`src/rtl/irq_ctl_pkg.sv`:
```
package irq_ctl_pkg;
  localparam int DATA_W = 8;
  localparam int VEC_W  = 20;

  localparam logic [VEC_W-1:0] VEC_BASE_HIGH = 20'h04000;
  localparam logic [VEC_W-1:0] VEC_BASE_LOW  = 20'h00100;

  localparam int CB_VSEL  = 6;
  localparam int CB_SPR_H = 5;
  localparam int CB_SPR_L = 4;
  localparam int CB_SWE   = 2;
  localparam int CB_NEST  = 0;

  localparam int IB_REQ = 0;
  localparam int IB_EN  = 1;

  typedef struct packed {
    logic       vsel;
    logic [1:0] spare;
    logic       swe;
    logic       nest;
  } ctl_t;

  localparam ctl_t CTL_RESET = '{vsel: 1'b0, spare: 2'b00, swe: 1'b0, nest: 1'b1};
endpackage

```
`src/rtl/irq_ctl_ctrlreg.sv`:
```
module irq_ctl_ctrlreg
  import irq_ctl_pkg::*;
(
  input  logic              clk,
  input  logic              rst_n,
  input  logic              wr_en,
  input  logic [DATA_W-1:0] wdata,
  output ctl_t              ctl,
  output logic [DATA_W-1:0] rdata
);
  ctl_t ctl_q, ctl_d;
  logic unused_wbits;

  assign unused_wbits = ^{wdata[7], wdata[3], wdata[1]};

  always_comb begin
    ctl_d = ctl_q;
    if (wr_en) begin
      ctl_d.vsel  = wdata[CB_VSEL];
      ctl_d.spare = wdata[CB_SPR_H:CB_SPR_L];
      ctl_d.swe   = wdata[CB_SWE];
      ctl_d.nest  = wdata[CB_NEST];
    end
  end

  always_ff @(posedge clk or negedge rst_n) begin
    if (!rst_n)     ctl_q <= CTL_RESET;
    else if (wr_en) ctl_q <= ctl_d;
  end

  always_comb begin
    rdata                    = '0;
    rdata[CB_VSEL]           = ctl_q.vsel;
    rdata[CB_SPR_H:CB_SPR_L] = ctl_q.spare;
    rdata[CB_SWE]            = ctl_q.swe;
    rdata[CB_NEST]           = ctl_q.nest;
  end

  assign ctl = ctl_q;

  assert_ctl_write_R3: assert property (@(posedge clk) disable iff (!rst_n)
    wr_en |=> (rdata[CB_SPR_H:CB_SPR_L] == $past(wdata[CB_SPR_H:CB_SPR_L])));
endmodule

```
`src/rtl/irq_ctl_icr.sv`:
```
module irq_ctl_icr
  import irq_ctl_pkg::*;
#(
  parameter int IDX   = 0,
  parameter int IDX_W = 3
) (
  input  logic              clk,
  input  logic              rst_n,
  input  logic              wr_en,
  input  logic              swe,
  input  logic [DATA_W-1:0] wdata,
  input  logic              evt,
  input  logic              acc_valid,
  input  logic [IDX_W-1:0]  acc_src,
  output logic              pend,
  output logic              en,
  output logic [DATA_W-1:0] rdata
);
  logic pend_q, pend_d, en_q, en_d, acc_hit, upd;
  logic unused_wbits;

  assign unused_wbits = ^wdata[DATA_W-1:2];
  assign acc_hit      = acc_valid && (acc_src == IDX_W'(IDX));
  assign upd          = wr_en || acc_hit || evt;

  always_comb begin
    pend_d = pend_q;
    en_d   = en_q;
    if (wr_en) begin
      en_d = wdata[IB_EN];
      if (swe) pend_d = wdata[IB_REQ];
    end
    if (acc_hit) pend_d = 1'b0;
    if (evt)     pend_d = 1'b1;
  end

  always_ff @(posedge clk or negedge rst_n) begin
    if (!rst_n) begin
      pend_q <= 1'b0;
      en_q   <= 1'b0;
    end else if (upd) begin
      pend_q <= pend_d;
      en_q   <= en_d;
    end
  end

  assign pend = pend_q;
  assign en   = en_q;

  always_comb begin
    rdata         = '0;
    rdata[IB_REQ] = pend_q;
    rdata[IB_EN]  = en_q;
  end

  assert_blocked_write_R4: assert property (@(posedge clk) disable iff (!rst_n)
    (wr_en && !swe && !evt && !acc_hit) |=> (pend == $past(pend)));
  assert_open_write_R5: assert property (@(posedge clk) disable iff (!rst_n)
    (wr_en && swe && !evt && !acc_hit) |=> (pend == $past(wdata[IB_REQ])));
  assert_event_sets_R6: assert property (@(posedge clk) disable iff (!rst_n)
    evt |=> pend);
  assert_accept_clears_R7: assert property (@(posedge clk) disable iff (!rst_n)
    (acc_hit && !evt) |=> !pend);
endmodule

```
`src/rtl/irq_ctl_mie.sv`:
```
module irq_ctl_mie (
  input  logic clk,
  input  logic rst_n,
  input  logic acc_valid,
  input  logic nest,
  input  logic cpu_wr,
  input  logic cpu_val,
  output logic mie
);
  logic mie_q, mie_d, upd;

  assign upd = acc_valid || cpu_wr;

  always_comb begin
    mie_d = mie_q;
    if (cpu_wr)    mie_d = cpu_val;
    if (acc_valid) mie_d = nest;
  end

  always_ff @(posedge clk or negedge rst_n) begin
    if (!rst_n)   mie_q <= 1'b0;
    else if (upd) mie_q <= mie_d;
  end

  assign mie = mie_q;

  assert_accept_mie_R8: assert property (@(posedge clk) disable iff (!rst_n)
    acc_valid |=> (mie == $past(nest)));
  assert_cpu_mie_R9: assert property (@(posedge clk) disable iff (!rst_n)
    (cpu_wr && !acc_valid) |=> (mie == $past(cpu_val)));
endmodule

```
`src/rtl/irq_ctrl_unit.sv`:
```
module irq_ctrl_unit
  import irq_ctl_pkg::*;
#(
  parameter int NUM_SRC = 8,
  parameter int ADDR_W  = 4,
  localparam int IDX_W  = (NUM_SRC > 1) ? $clog2(NUM_SRC) : 1
) (
  input  logic               clk,
  input  logic               rst_n,
  input  logic               reg_wr,
  input  logic [ADDR_W-1:0]  reg_addr,
  input  logic [DATA_W-1:0]  reg_wdata,
  output logic [DATA_W-1:0]  reg_rdata,
  input  logic [NUM_SRC-1:0] irq_evt,
  input  logic               acc_valid,
  input  logic [IDX_W-1:0]   acc_src,
  input  logic               cpu_mie_wr,
  input  logic               cpu_mie_val,
  output logic               mie,
  output logic [VEC_W-1:0]   vec_base,
  output logic [NUM_SRC-1:0] irq_pend,
  output logic [NUM_SRC-1:0] irq_en
);
  logic [1:0]        rst_sync;
  logic              rst_i_n;
  logic              ctl_wr;
  ctl_t              ctl;
  logic [DATA_W-1:0] ctl_rd;
  logic [DATA_W-1:0] icr_rd [NUM_SRC];

  always_ff @(posedge clk or negedge rst_n) begin
    if (!rst_n) rst_sync <= 2'b00;
    else        rst_sync <= {rst_sync[0], 1'b1};
  end
  assign rst_i_n = rst_sync[1];

  assign ctl_wr = reg_wr && (reg_addr == '0);

  irq_ctl_ctrlreg u_ctrl (
    .clk  (clk),
    .rst_n(rst_i_n),
    .wr_en(ctl_wr),
    .wdata(reg_wdata),
    .ctl  (ctl),
    .rdata(ctl_rd)
  );

  for (genvar i = 0; i < NUM_SRC; i++) begin : g_src
    logic icr_wr;
    assign icr_wr = reg_wr && (reg_addr == ADDR_W'(i + 1));
    irq_ctl_icr #(.IDX(i), .IDX_W(IDX_W)) u_icr (
      .clk      (clk),
      .rst_n    (rst_i_n),
      .wr_en    (icr_wr),
      .swe      (ctl.swe),
      .wdata    (reg_wdata),
      .evt      (irq_evt[i]),
      .acc_valid(acc_valid),
      .acc_src  (acc_src),
      .pend     (irq_pend[i]),
      .en       (irq_en[i]),
      .rdata    (icr_rd[i])
    );
  end

  irq_ctl_mie u_mie (
    .clk      (clk),
    .rst_n    (rst_i_n),
    .acc_valid(acc_valid),
    .nest     (ctl.nest),
    .cpu_wr   (cpu_mie_wr),
    .cpu_val  (cpu_mie_val),
    .mie      (mie)
  );

  always_comb begin
    reg_rdata = '0;
    if (reg_addr == '0) reg_rdata = ctl_rd;
    for (int i = 0; i < NUM_SRC; i++) begin
      if (reg_addr == ADDR_W'(i + 1)) reg_rdata = icr_rd[i];
    end
  end

  assign vec_base = ctl.vsel ? VEC_BASE_LOW : VEC_BASE_HIGH;

  assert_vec_base_R2: assert property (@(posedge clk) disable iff (!rst_i_n)
    ctl_wr |=> (vec_base == ($past(reg_wdata[CB_VSEL]) ? VEC_BASE_LOW : VEC_BASE_HIGH)));
endmodule

```
`config.mk`:
```
export PLATFORM = sky130hd
export DESIGN_NAME = irq_ctrl_unit
export DESIGN_NICKNAME = d
export VERILOG_FILES = /design/src/rtl/irq_ctl_pkg.sv /design/src/rtl/irq_ctl_ctrlreg.sv /design/src/rtl/irq_ctl_icr.sv /design/src/rtl/irq_ctl_mie.sv /design/src/rtl/irq_ctrl_unit.sv
export SDC_FILE = /design/constraint.sdc
export NUM_CORES = 1
export LEC_CHECK = 0
export ABC_CLOCK_PERIOD_IN_PS = 2800
export BUFFER_PORTS_ARGS = -buffer_cell sky130_fd_sc_hd__buf_2
export CORE_UTILIZATION = 29
export CTS_CLUSTER_DIAMETER = 200
export DETAILED_ROUTE_END_ITERATION = 6
export PLACE_DENSITY = 0.54
export SLEW_MARGIN = 40
export SYNTH_ARGS = -nofsm -noshare
export SYNTH_HDL_FRONTEND = slang
export SYNTH_SLANG_ARGS = --single-unit
```
`constraint.sdc`:
```
create_clock -name clk -period 2.8 [get_ports clk]
set_input_delay 0.14 -clock clk [delete_from_list [all_inputs] [get_ports clk]]
set_output_delay 0.14 -clock clk [all_outputs]
set_load 0.05 [all_outputs]
```
======== Yosys cells after proc, flatten, opt, wreduce, memory -nomap -nowiden ========
Cells that the tools add are included.
storage, ports and cells
  memories kept ........................... 0
  bits in latches ......................... 0
  register bits after elaboration ......... 24
  bits in read-only memories .............. 0
  RAM bits ................................ 0
operators by class
  reductions and logical operators ........ 70
  multiply operators ...................... 0
  $add $sub $neg .......................... 0
  order comparisons ....................... 0
  multiplexer cells ....................... 37
  bitwise operators ....................... 0
  equal/unequal tests ..................... 15
  shifts and indexed selects .............. 0
  divide/modulo/power cells ............... 0
operators by type and width
  cell                count
  $mux 8              7
  $reduce_bool 3->1   16
  $mux 1              27
  $reduce_and 3->1    8
  $reduce_and 2->1    9
  $logic_and 1x1->1   17
  $logic_or 1x1->1    17
  $eq 4x3->1 const B  4
  $mux 15             1
  $mux 7              2
  $eq 3x3->1 const B  4
  $eq 4x2->1 const B  2
  $eq 3x2->1 const B  2
  $eq 4x1->1 const B  1
  $eq 4x4->1 const B  1
  $logic_not 4->1     1
  $eq 3x1->1 const B  1
  $logic_not 3->1     1
  $reduce_bool 2->1   1

======== Logic depth before layout (Yosys ltp) ========
  depth after elaboration ................. 10
  depth in mapped cells ................... 6

======== Cells and area by module ========
From an unflattened synthesis, not the netlist that was laid out.
unflattened totals
  cells, all modules ...................... 289
  area, all modules ....................... 2,705.1 µm²
modules (own cells, without submodules)
  module                             instances  cells each  area an instance (µm²)
  irq_ctrl_unit                      1          137         1,163.6
  irq_ctl_icr at g_src[1].u_icr ...  4          16          156.4
  irq_ctl_ctrlreg                    1          19          246.5
  irq_ctl_icr at g_src[0].u_icr      1          16          161.4
  irq_ctl_icr at g_src[3].u_icr      1          16          155.1
  irq_ctl_icr at g_src[4].u_icr      1          17          155.1
  irq_ctl_icr at g_src[7].u_icr      1          16          153.9
  irq_ctl_mie                        1          4           43.8

======== Worst setup path before layout ========
No wires, ideal clock.
  path type ............................... reg-to-output
  start ................................... register u_ctrl.ctl_q (netlist bit u_ctrl.ctl[0])
  end ..................................... output reg_rdata[0]
  path slack .............................. 0.744 ns
  buffers on the path ..................... 0
  required time ........................... 2.660 ns
  stages on the path, launching flop included .. 5
  arrival ................................. 1.916 ns
  cells stage by stage .................... dfstp_2 > mux2i_1 > nor4_1 > nor3_1 > o21ai_0
between the ends
  word-level cells in the longest chain between the ends .. 9
ends and longest elaborated chain
  what                    RTL line               text
  start, declared         irq_ctl_ctrlreg.sv:11  ctl_t ctl_q, ctl_d;
  start signal, assigned  irq_ctl_ctrlreg.sv:28  else if (wr_en) ctl_q <= ctl_d;
  $mux 7                  irq_ctrl_unit.sv:78    if (reg_addr == '0) reg_rdata = ctl_rd;
  $mux 7                  irq_ctrl_unit.sv:80    if (reg_addr == ADDR_W'(i + 1)) reg_rdata = icr_rd[i];
  $mux 8 (7 in a row)     irq_ctrl_unit.sv:80
  end, declared           irq_ctrl_unit.sv:13    output logic [DATA_W-1:0] reg_rdata,
No other way between the ends.

======== Worst setup path in the final report ========
Ends and elaborated chain as after synthesis.

==> summary.md <==
| Metric | Value |
|---|---|
| Outcome | `finished clean` |
| Hpwl dp | `2641 µm` |
| RSZ-0062 raised after global routing | `no` |
| Pwr per Cell Area | `625.6 nW/µm²` |
| Drc violations | `0` |
| Latest clock arrival within the worst-skew pair | `270 ps` |
| Min Tclk post-route | `1853 ps` |
| Synth area leaders | `dfrtp_1, buf_4, mux2i_1` |
| Sequential fraction of the synthesis area | `35.84%` |
| RePlAce Congestion | `0.7386` |
| Fmax | `0.5396 GHz` |
| Most instantiated cells after synthesis | `buf_4, dfrtp_1, nor2_1` |
| Most numerous cell in the Yosys netlist | `buf_4` |
| Gate Count Post-Synth | `177` |
| Vias | `1212` |
| Final setup TNS | `0 ps` |
| Leakage Power | `0.9106 nW` |
| Tot Pwr | `1.162 mW` |
| Clock root buffer | `clkbuf_8` |
| Worst Path Class, Setup | `flip-flop to primary output` |
| Area Growth Syn to Fin | `10.66%` |
| Die area | `6098 µm²` |
| H-Tree Depth | `1` |
| Final worst slack | `946.9 ps` |
| WP data required | `2660 ps` |
| Via-to-Cell Ratio | `4.329` |
| Core footprint | `5540 µm²` |
| Initial antenna violation count | `0` |
| Synth warn | `0` |
| TritonCTS clock tree | `built` |
| CTS buffer count | `3` |
| Initial core utilization | `30.31%` |
| Resize count post-CTS | `0` |
| ANT cells | `0` |
| Final Max Tran Viols | `0` |
| PortBufs | `51` |
| First-pass iteration count of the detailed router | `2` |
| Slew margin rel. | `62.10%` |
| Ports | `74` |
| GRT Overall Usage | `11.82%` |
| Max cap viols | `0` |
| Reg-to-reg slack, setup | `1630 ps` |
| Die Width | `78.09 µm` |
| Rows | `27` |
| Clk pin slew, worst setup/hold paths | `90 ps` |
| Mean routed wirelength per cell | `11.96 µm` |
| Post-Syn Area | `1679 µm²` |
| Clk_skew | `4.047 ps` |
| Crit end category | `primary output` |
| Sink Count | `24` |
| Fin crit share | `66.18%` |
| Post-synth EDFFs | `0` |
| Crit path launch type | `flip-flop` |
| Global-route wire length before repair | `5727 µm` |
| Final setup violation count | `0` |
| #FFs+latches synth | `24` |
| Syn avg cell area | `9.486 µm²` |
| VDD IR-drop max | `0.0002313 V` |
| Final hold vios | `0` |
| GR Overflow Total | `0` |
| Setup bufs post-CTS | `0` |
| Clk buf depth | `2` |
| Arr. time, crit path | `1710 ps` |
| Top cell type by total area after synthesis | `dfrtp_1` |
| Final ANT Viol Nets | `0` |
| Die Ht | `78.09 µm` |
| Max FO, Critical Path | `3` |
| Share of cells above drive strength 1 | `34.62%` |
| Top_reg_cell synth | `dfrtp_1` |
| Unique masters post-synth | `35` |
| Pre-CTS setup slack | `1088 ps` |
| Top-area cell type share of the netlist area | `34.28%` |
| Layout Nets | `238` |
| Largest net degree at the start of global routing | `24` |
| Routed WL | `3350 µm` |
| Hold_buf cts | `1` |
| Number of global-route vias before repair | `1164` |
| Initial DRC Count | `38` |
| Min-delay worst type | `primary input to flip-flop` |
| Async set-reset flop share out of synthesis | `100.0%` |
| Worst Max-Slew Pin Slew | `563.4 ps` |
[stage by stage]
stage	hold WS, ps	cells	area, µm²	util (%)
finish	53.69	280	1858	33.54
global route	38.35	280	1858	33.54
CTS	48.98	280	1858	33.54
detailed placement	-70.10	275	1777	32.07
global placement	-73.51	275	1775	32.05
floorplan	-155.6	196	1750	-
[critical path, cell delays in order (launching register included)]
cell and delay, ps:
dfstp_2 560, mux2i_1 80, nor4_1 220, nor3_1 90, o21ai_0 200, buf_2 290
[worst paths after layout]
check | from | end | depth (start not counted)
hold / removal | irq_evt[1] | g_src[1].u_icr.pend | 2
setup / recovery | u_ctrl.ctl[0] | reg_rdata[0] | 5
hold reg to reg | rst_sync[1] | u_ctrl.ctl[1] | 0
setup reg to reg | u_ctrl.ctl[1] | g_src[6].u_icr.pend | 4
min in group asynchronous | rst_n | rst_sync[1] | 2
max in group asynchronous | rst_sync[1] | u_ctrl.ctl[0] | 0
[flip-flops by register name (all words and copies together) (netlist names)]
register and cells:
rst_sync 2, g_src.u_icr.pend 8, u_mie.mie 1, u_ctrl.ctl 5
g_src.u_icr.en 8
[report_power, final]
group          leakage [nW]  switching, mW  internal [mW]  total (mW)
sequential            0.265         0.0444          0.401       0.445
clock                0.0357          0.121          0.191       0.312
combinational         0.610          0.301          0.104       0.405
total                 0.911          0.467          0.696        1.16
[cell type report]
class / count / area (µm²)
clock buffer: 3 / 41.29
clock inverter: 1 / 30.03
fill: 578 / 3682
inverter: 5 / 18.77
multi-input combinational: 123 / 809.5
sequential: 24 / 603.1
tap: 72 / 90.09
timing repair buffer: 52 / 265.3
[layer usage]
metal / global-route usage (%) / part of all wire (%) / vias up
met1: 15.72 / 48 / 552
met3: 2.791 / 5.8 / 2
li1: - / - / 612
met2: 19.82 / 46 / 46
met4: 1.667 / 0.57 / 0
met5: 0 / 0 / -
[placed cells by master, fill, tap and decap left out, types with 2 or more instances in the layout]
| master | count |
|---|---|
| o21ai_0 | 5 |
| nor2_1 | 14 |
| mux2i_1 | 12 |
| buf_2 | 51 |
| mux2_1 | 4 |
| nand2b_1 | 4 |
| nand2_1 | 13 |
| mux2_2 | 9 |
| nor3_1 | 4 |
| and4bb_2 | 2 |
| nor4_1 | 3 |
| a21oi_1 | 2 |
| nand3_1 | 3 |
| and2_1 | 4 |
| nand3b_1 | 2 |
| inv_1 | 5 |
| clkbuf_8 | 3 |
| o21bai_1 | 9 |
| conb_1 | 21 |
| dfrtp_1 | 22 |
[cells by family after synthesis]
logic type	synth area share, %
mux	15.87
other cells	0.4473
flops	35.84
simple gates	19.60
compound gates	8.048
buf+inv	20.19
Power figures use the tool's default switching activity.
